`src/rtl/spi_mem_pkg.sv`:
```
package spi_mem_pkg;
    localparam int BYTE_W = 8;

    localparam logic [BYTE_W-1:0] CMD_WEN  = 8'h06;
    localparam logic [BYTE_W-1:0] CMD_WDIS = 8'h04;
    localparam logic [BYTE_W-1:0] CMD_RSTA = 8'h05;
    localparam logic [BYTE_W-1:0] CMD_WSTA = 8'h01;
    localparam logic [BYTE_W-1:0] CMD_READ = 8'h03;
    localparam logic [BYTE_W-1:0] CMD_WRIT = 8'h02;

    typedef enum logic [3:0] {
        S_OPC, S_ADDR_HI, S_ADDR_LO, S_RD_DATA, S_WR_DATA,
        S_ST_RD, S_ST_WR, S_SKIP, S_DEAD
    } fe_state_t;
endpackage

```
`src/rtl/spi_pin_sense.sv`:
```
module spi_pin_sense (
    input  logic clk,
    input  logic rst_n,
    input  logic cs_n,
    input  logic sck,
    input  logic hold_n,
    output logic sck_rise,
    output logic sck_fall,
    output logic held,
    output logic cs_rise
);
    logic sck_d, cs_d;

    always_ff @(posedge clk or negedge rst_n) begin
        if (!rst_n) begin
            sck_d <= 1'b0;
            cs_d  <= 1'b1;
            held  <= 1'b0;
        end else begin
            sck_d <= sck;
            cs_d  <= cs_n;
            if (cs_n)
                held <= 1'b0;
            else if (!sck)
                held <= !hold_n;
        end
    end

    assign sck_rise = sck && !sck_d && !cs_n && !held;
    assign sck_fall = !sck && sck_d && !cs_n && !held;
    assign cs_rise  = cs_n && !cs_d;
endmodule

```
`src/rtl/spi_rx_byte.sv`:
```
module spi_rx_byte #(
    parameter int W = 8
) (
    input  logic         clk,
    input  logic         rst_n,
    input  logic         clr,
    input  logic         shift_en,
    input  logic         si,
    output logic         byte_done,
    output logic [W-1:0] byte_val,
    output logic         at_bit0
);
    localparam int CW = $clog2(W);
    localparam logic [CW-1:0] LAST = CW'(W - 1);

    logic [CW-1:0] cnt;
    logic [W-1:0]  sr;

    always_ff @(posedge clk or negedge rst_n) begin
        if (!rst_n) begin
            cnt <= '0;
            sr  <= '0;
        end else if (clr) begin
            cnt <= '0;
        end else if (shift_en) begin
            sr  <= {sr[W-2:0], si};
            cnt <= (cnt == LAST) ? '0 : cnt + 1'b1;
        end
    end

    assign byte_done = shift_en && (cnt == LAST);
    assign byte_val  = {sr[W-2:0], si};
    assign at_bit0   = (cnt == '0);
endmodule

```
`src/rtl/spi_tx_byte.sv`:
```
module spi_tx_byte #(
    parameter int W = 8
) (
    input  logic         clk,
    input  logic         rst_n,
    input  logic         clr,
    input  logic         fall_en,
    input  logic         load,
    input  logic [W-1:0] din,
    output logic         sout,
    output logic         valid
);
    logic [W-1:0] sr;

    always_ff @(posedge clk or negedge rst_n) begin
        if (!rst_n) begin
            sr    <= '0;
            valid <= 1'b0;
        end else if (clr) begin
            sr    <= '0;
            valid <= 1'b0;
        end else if (fall_en) begin
            if (load) begin
                sr    <= din;
                valid <= 1'b1;
            end else begin
                sr <= {sr[W-2:0], 1'b0};
            end
        end
    end

    assign sout = sr[W-1];
endmodule

```
`src/rtl/spi_mem_fe.sv`:
```
module spi_mem_fe
    import spi_mem_pkg::*;
#(
    parameter int ADDR_W = 10
) (
    input  logic              clk,
    input  logic              rst_n,
    input  logic              cs_n,
    input  logic              sck,
    input  logic              si,
    input  logic              hold_n,
    output logic              so,
    output logic              so_oe,
    input  logic              wr_busy,
    output logic [ADDR_W-1:0] mem_rd_addr,
    input  logic [BYTE_W-1:0] mem_rd_data,
    output logic              mem_we,
    output logic [ADDR_W-1:0] mem_wr_addr,
    output logic [BYTE_W-1:0] mem_wr_data
);
    localparam int HI_W = ADDR_W - BYTE_W;
    localparam int ST_W = BYTE_W - 2;

    fe_state_t state_q, state_d;

    logic sck_rise, sck_fall, held, cs_rise;
    logic byte_done, at_bit0;
    logic [BYTE_W-1:0] rx_byte;
    logic [HI_W-1:0]   addr_hi;
    logic [ADDR_W-1:0] addr;
    logic [ST_W-1:0]   stat_field;
    logic wel, cmd_rd, gate_ok, wrote;
    logic tx_state, tx_valid;
    logic [BYTE_W-1:0] tx_din;

    spi_pin_sense u_pins (
        .clk(clk), .rst_n(rst_n), .cs_n(cs_n), .sck(sck), .hold_n(hold_n),
        .sck_rise(sck_rise), .sck_fall(sck_fall), .held(held), .cs_rise(cs_rise)
    );

    spi_rx_byte #(.W(BYTE_W)) u_rx (
        .clk(clk), .rst_n(rst_n), .clr(cs_n),
        .shift_en(sck_rise && (state_q != S_DEAD)), .si(si),
        .byte_done(byte_done), .byte_val(rx_byte), .at_bit0(at_bit0)
    );

    assign tx_state = (state_q == S_RD_DATA) || (state_q == S_ST_RD);
    assign tx_din   = (state_q == S_ST_RD) ? {stat_field, wel, wr_busy} : mem_rd_data;

    spi_tx_byte #(.W(BYTE_W)) u_tx (
        .clk(clk), .rst_n(rst_n), .clr(cs_n),
        .fall_en(sck_fall && tx_state), .load(at_bit0), .din(tx_din),
        .sout(so), .valid(tx_valid)
    );

    // next-state logic
    always_comb begin
        state_d = state_q;
        if (cs_n) begin
            state_d = S_OPC;
        end else if (byte_done) begin
            unique case (state_q)
                S_OPC: begin
                    case (rx_byte)
                        CMD_WEN, CMD_WDIS:  state_d = S_SKIP;
                        CMD_RSTA:           state_d = S_ST_RD;
                        CMD_WSTA:           state_d = S_ST_WR;
                        CMD_READ, CMD_WRIT: state_d = S_ADDR_HI;
                        default:            state_d = S_DEAD;
                    endcase
                end
                S_ADDR_HI: state_d = S_ADDR_LO;
                S_ADDR_LO: state_d = cmd_rd ? S_RD_DATA : S_WR_DATA;
                S_ST_WR:   state_d = S_SKIP;
                S_RD_DATA, S_WR_DATA, S_ST_RD, S_SKIP, S_DEAD: state_d = state_q;
            endcase
        end
    end

    // state register
    always_ff @(posedge clk or negedge rst_n) begin
        if (!rst_n) state_q <= S_OPC;
        else        state_q <= state_d;
    end

    // outputs and datapath registers
    always_ff @(posedge clk or negedge rst_n) begin
        if (!rst_n) begin
            addr_hi     <= '0;
            addr        <= '0;
            stat_field  <= '0;
            wel         <= 1'b0;
            cmd_rd      <= 1'b0;
            gate_ok     <= 1'b0;
            wrote       <= 1'b0;
            mem_we      <= 1'b0;
            mem_wr_addr <= '0;
            mem_wr_data <= '0;
        end else begin
            mem_we <= 1'b0;
            if (cs_rise && wrote) begin
                wel   <= 1'b0;
                wrote <= 1'b0;
            end
            if (!cs_n && byte_done) begin
                unique case (state_q)
                    S_OPC: begin
                        if (rx_byte == CMD_WEN)  wel <= 1'b1;
                        if (rx_byte == CMD_WDIS) wel <= 1'b0;
                        cmd_rd  <= (rx_byte == CMD_READ);
                        gate_ok <= wel && !wr_busy;
                    end
                    S_ADDR_HI: addr_hi <= rx_byte[HI_W-1:0];
                    S_ADDR_LO: addr    <= {addr_hi, rx_byte};
                    S_RD_DATA: addr    <= addr + 1'b1;
                    S_WR_DATA: begin
                        if (gate_ok) begin
                            mem_we      <= 1'b1;
                            mem_wr_addr <= addr;
                            mem_wr_data <= rx_byte;
                            wrote       <= 1'b1;
                        end
                        addr <= addr + 1'b1;
                    end
                    S_ST_WR: begin
                        if (gate_ok) begin
                            stat_field <= rx_byte[BYTE_W-1:2];
                            wrote      <= 1'b1;
                        end
                    end
                    S_ST_RD, S_SKIP, S_DEAD: ;
                endcase
            end
        end
    end

    assign so_oe       = !cs_n && !held && tx_state && tx_valid;
    assign mem_rd_addr = addr;
endmodule

```
`config.mk`:
```
export PLATFORM = sky130hd
export DESIGN_NAME = spi_mem_fe
export DESIGN_NICKNAME = d
export VERILOG_FILES = /design/src/rtl/spi_mem_pkg.sv /design/src/rtl/spi_pin_sense.sv /design/src/rtl/spi_rx_byte.sv /design/src/rtl/spi_tx_byte.sv /design/src/rtl/spi_mem_fe.sv
export SDC_FILE = /design/constraint.sdc
export NUM_CORES = 1
export LEC_CHECK = 0
export BUFFER_PORTS_ARGS = -buffer_cell sky130_fd_sc_hd__buf_2
export CELL_PAD_IN_SITES_DETAIL_PLACEMENT = 0
export CELL_PAD_IN_SITES_GLOBAL_PLACEMENT = 1
export CORE_UTILIZATION = 41
export DETAILED_ROUTE_END_ITERATION = 10
export PLACE_DENSITY_LB_ADDON = 0.1
export SLEW_MARGIN = 20
export SYNTH_ARGS = -nofsm -noshare
export SYNTH_HDL_FRONTEND = slang
export SYNTH_SLANG_ARGS = --single-unit
```
`constraint.sdc`:
```
create_clock -name clk -period 2.1 [get_ports clk]
set_input_delay 0.21 -clock clk [delete_from_list [all_inputs] [get_ports clk]]
set_output_delay 0.21 -clock clk [all_outputs]
set_load 0.01 [all_outputs]
```
## After elaboration in Yosys (flattened, before gate mapping)

Cells that the tools add are included.

- Flip-flop bits (word level): 67
- Input bits: 15
- Output and inout bits: 31
- Word-level logic and storage cells: 113

- Reductions and logical operators: 44
- Eq/ne operators: 18
- Multiplexer cells: 30
- Bitwise operators: 1
- Add/sub/neg operators: 2

Operator list:

| operator | count |
|---|---|
| $mux 8 | 4 |
| $pmux 4 s4 | 2 |
| $eq 8x3->1 const B | 3 |
| $pmux 10 s2 | 1 |
| $mux 1 | 17 |
| $eq 4x3->1 const B | 4 |
| $eq 8x2->1 const B | 2 |
| $logic_and 1x1->1 | 16 |
| $mux 3 | 4 |
| $reduce_and 2->1 | 6 |
| $add 10x1->10 const B | 1 |
| $reduce_bool 2->1 | 5 |
| $eq 4x2->1 const B | 2 |
| $eq 8x1->1 const B | 1 |
| $mux 4 | 2 |
| $reduce_or 2->1 | 4 |
| $logic_not 1->1 | 7 |
| $reduce_and 3->1 | 2 |
| $reduce_or 5->1 | 1 |
| $eq 4x1->1 const B | 1 |
| $eq 4x4->1 const B | 1 |
| $logic_not 4->1 | 1 |
| $ne 2x2->1 const B | 2 |
| $ne 4x4->1 const B | 1 |
| other kinds (5) | 5 |

## Logic depth before layout (Yosys ltp)

- Depth in word-level cells: 8
- Mapped depth: 8

## Hierarchy

From an unflattened synthesis, not the netlist that was laid out.

- Cell total of the unflattened synthesis: 300
- Area total of the unflattened synthesis: 3393.3 um2

By module, submodules not included:

| module | times used | cells each | sequential area each (um2) | area each (um2) |
|---|---|---|---|---|
| spi_mem_fe | 1 | 219 | 1126.1 | 2377.3 |
| spi_rx_byte | 1 | 33 | 250.2 | 464.2 |
| spi_tx_byte | 1 | 39 | 225.2 | 432.9 |
| spi_pin_sense | 1 | 9 | 76.3 | 118.9 |

## Worst setup path after synthesis

No wires, ideal clock.

- Kind: reg2reg
- Start: register u_pins.held
- End: register mem_wr_addr[0]
- Buffers on the path: 2
- Cell stages (with the launch flop): 8
- Library setup time: 0.125 ns
- Data required time: 1.975 ns
- Data arrival time: 2.085 ns
- Path slack: -0.111 ns
- Path through: dfrtp_1 -> nor4b_4 -> nand2_2 -> or3_1 -> or3_1 -> buf_6 -> buf_6 -> mux2_4

- Longest elaborated chain between the ends: 6

RTL lines:

| item | RTL line | source |
|---|---|---|
| start, declared | spi_pin_sense.sv:9 | `output logic held,` |
| start signal, assigned | spi_pin_sense.sv:25 | `held <= !hold_n;` |
| $logic_not 1->1 | spi_pin_sense.sv:29 | `assign sck_rise = sck && !sck_d && !cs_n && !held;` |
| $logic_and 1x1->1 | spi_pin_sense.sv:29 |  |
| $logic_and 1x1->1 | spi_mem_fe.sv:43 | `.shift_en(sck_rise && (state_q != S_DEAD)), .si(si),` |
| $logic_and 1x1->1 | spi_rx_byte.sv:31 | `assign byte_done = shift_en && (cnt == LAST);` |
| $logic_and 1x1->1 | spi_mem_fe.sv:105 | `if (!cs_n && byte_done) begin` |
| $reduce_and 3->1 (no source line) | - |  |
| end signal, assigned | spi_mem_fe.sv:119 | `mem_wr_addr <= addr;` |
| end, declared | spi_mem_fe.sv:18 | `output logic [ADDR_W-1:0] mem_wr_addr,` |

Every way passes these cells.
A chain may end at the register's enable or synchronous reset.

## Worst setup path in the final report

- Start: register u_pins.held
- End: register mem_wr_addr[5]

The elaborated chain is that of the path after synthesis.

==> results by group <==
Run status
  – Status: finished with violations
  – Failing checks: setup timing

Synth
  – Post-synthesis register bit count: 67
  – Post-synth EDFFs: 0
  – Sequential fraction of the synthesis area: about 50%
  – Most used DFF post-synth: dfrtp_1
  – Library cells used by synthesis: 45
  – Warnings from Yosys: 0
  – Synth async-reset ratio: between 90% and 100%
  – Post-synthesis cell count: about 310
  – Synthesized area: between 3000 and 4000 µm²
  – Syn Nets: between 300 and 400
  – Post-Syn Area per Cell: ~11 µm²

Finish
  – Most frequent cells in the layout: dfrtp_1, buf_2, mux2_2, a21oi_1, nand2_1
  – Fillers: between 700 and 800
  – Area growth syn-to-layout: 19.9%
  – Proportion of layout cells with a drive suffix above 1: between 30% and 40%
  – Final core area utilization: 51.2%
  – Ant. Diodes: 0
  – Most common cell after layout, fill and taps aside: dfrtp_1
  – Nets@finish: roughly 390
  – Non-filler instance count after layout: approximately 480

Critical path
  – Maximum fanout along the worst path: 19
  – CP arrival: between 2 and 2.5 ns
  – CP Data Required Time: 2.32 ns
  – Worst R2R Path Depth: 6
  – Worst path slowest cell: dfrtp_1
  – Crit path max-delay family: simple AND/OR/NAND/NOR gates
  – R2R setup slack: -0.07 ns
  – CP bufs+invs: 1
  – Critical path class: register to register
  – Worst r2r src: u_pins.held$_DFFE_PN0P_
  – Crit path capture type: register
  – Most used cell, CP: or3_4
  – Cell Chain, Critical Path: nor4b_4, nand2_2, or3_4, or3_4, buf_12, mux2_4
  – Max incr delay on CP: roughly 0.42 ns
  – Element type at the critical path start: register
  – RR Endpoint: mem_wr_addr[5]$_DFFE_PN0P_

Drt
  – DR WL/cell: 15.3 µm
  – Vias: roughly 2,500
  – Drt via density: 5.28
  – DRC Markers: 0
  – DR pass1 iterations: 4
  – DRT antenna net count: 0
  – 1st-iter DRT viols: roughly 100
  – DRT Wirelength: roughly 7300 µm

Timing
  – Rel. slew slack: 62.4%
  – Final period util: 103%
  – Slew Viols, Final: 0
  – Worst Slack Setup Final: -0.0665 ns
  – Setup violators final: 18
  – Slew of the pin with the lowest slew margin: 0.564 ns
  – Clock Skew: 0.00811 ns
  – Fmax achieved: 462 MHz
  – Min cycle time layout: around 2.2 ns
  – RSZ-0062 raised after global routing: true
  – Final hold vios: 0
  – Hold Slack: roughly 0.11 ns

Die
  – Row cnt: 32
  – Placeable core region: between 7000 and 8000 µm²
  – Top-Level Pins: 46
  – Chip height: just over 90 µm
  – Initial Utilization: a little over two fifths
  – Die X: a little over 90 µm
  – Die ar.: about 8500 µm²

Global routing
  – GRT overflow: 0
  – Initial antenna violation count: 0
  – Total track usage: a little under a fifth
  – Vias in the first global route: between 2,000 and 2,500
  – Largest net degree at the start of global routing: 46
  – First-pass GRT wire length: between 10,000 and 15,000 µm

Min path
  – Hold depth: 2
  – Hold Crit Class: input pin to register
  – Hold path start: sck
  – Hold endpoint: u_pins.sck_d$_DFF_PN0_

Clocking
  – Clk sink count: 67
  – H-tree levels: 3
  – CTS tree: done
  – Longest Clk Path Bufs: 2
  – Cts bufs inserted: 9
  – CTS root buf: clkbuf_8
  – Clk_lat worst skew: around 0.34 ns
  – Clk slew on worst S/H paths: about 0.070 ns

Place
  – Port buffer count: 45
  – Final HPWL DP: ~5200 µm
  – GPL Wtd Cong: 0.830
  – Post-Place Cells: 461
  – Worst slack, placed: -0.0907 ns

Power
  – Cell leakage power: between 1.5 and 2 nW
  – Max IR drop VDD: about 370 µV
  – Final Power: between 2 and 3 mW
  – PD cells: approximately 680 nW/µm²

Flow run
  – Max Cap Viol: 0
cells by family (layout without fill, tap and decap cells):
family          count (synthesis)  in the layout  synth area share (%)
simple gates                   95             95                  15.3
compound gates                 73             73                  13.4
flops                          67             67                  50.3
mux                            43             43                  15.2
buf+inv                        30             94                  4.09
fa+ha+maj                       4              4                  1.50
xor+xnor                        1              1                 0.263
how the worst max path moves through the flow:
stage / start / end / slack [ns] / cells past startpoint
finish: u_pins.held$_DFFE_PN0P_ / mem_wr_addr[5]$_DFFE_PN0P_ / -0.07 / 6
global route: u_pins.held$_DFFE_PN0P_ / mem_wr_addr[5]$_DFFE_PN0P_ / -0.12 / 6
CTS: u_pins.held$_DFFE_PN0P_ / mem_wr_addr[5]$_DFFE_PN0P_ / -0.08 / 6
detailed placement: u_pins.held$_DFFE_PN0P_ / mem_wr_addr[5]$_DFFE_PN0P_ / -0.09 / 6
global placement: u_pins.held$_DFFE_PN0P_ / mem_wr_addr[8]$_DFFE_PN0P_ / -0.03 / 6
floorplan: u_pins.held$_DFFE_PN0P_ / mem_wr_addr[0]$_DFFE_PN0P_ / -0.11 / 7
final cells by class:
class | instances | area, µm² | area share, %
timing repair buffer | 68 | 438 | 11.0
clock inverter | 6 | 41.3 | 1.03
sequential | 67 | 1680 | 42.0
tap | 102 | 128 | 3.19
inverter | 10 | 37.5 | 0.939
clock buffer | 10 | 138 | 3.44
multi-input combinational | 216 | 1540 | 38.5
timing repair:
action                                  in CTS  in global routing
hold buffers                                 1                  0
setup buffers                                1                  0
hold endpoints to repair                    22                  0
pin swaps                                    1                  1
gates resized for setup                      2                  2
endpoints found under the setup margin      18                 20
cloned                                       0                  0
power breakdown:
| part | switching [mW] | internal, mW | total, mW |
|---|---|---|---|
| combinational | 0.144 | 0.121 | 0.265 |
| clock | 0.507 | 0.458 | 0.964 |
| sequential | 0.124 | 1.35 | 1.47 |
| total | 0.774 | 1.93 | 2.70 |
synth_stat cells (all sizes together), types with 7 or more instances:
master  count  area [µm²]
nor2       19        71.3
nand3      15        75.1
inv        10        37.5
a21oi      24         120
nand2      24        92.6
a31o        7        61.3
o21ai      22         110
mux2       33         405
dfrtp      66        1650
clkbuf     15        56.3
a211oi      7        52.6
nand2b      7        43.8
mux2i      10         100
flip-flops by register name, summed over array words and instances (netlist names), 2 cells and up:
signal / flops
u_rx.sr: 7
u_rx.cnt: 3
addr_hi: 2
state_q: 4
mem_rd_addr: 10
u_tx.sr: 8
mem_wr_addr: 10
mem_wr_data: 8
stat_field: 6
layer usage:
layer / wire [µm] / vias to the layer above / track usage [%]
met5: 0 / - / 0
met4: 133 / 0 / 8.98
met3: 233 / 10 / 3.48
met2: 3220 / 46 / 27.3
met1: 3740 / 1230 / 26.6
li1: - / 1243 / -
through the flow:
stage,cell area [µm²],setup TNS (ns)
6_report,4000,-0.847
4_1_cts,3990,-1.10
5_1_grt,4000,-1.70
3_3_place_gp,3780,-0.252
3_5_place_dp,3780,-1.29
2_1_floorplan,3340,-0.970
Note: power is estimated with default switching activity, not from simulation.
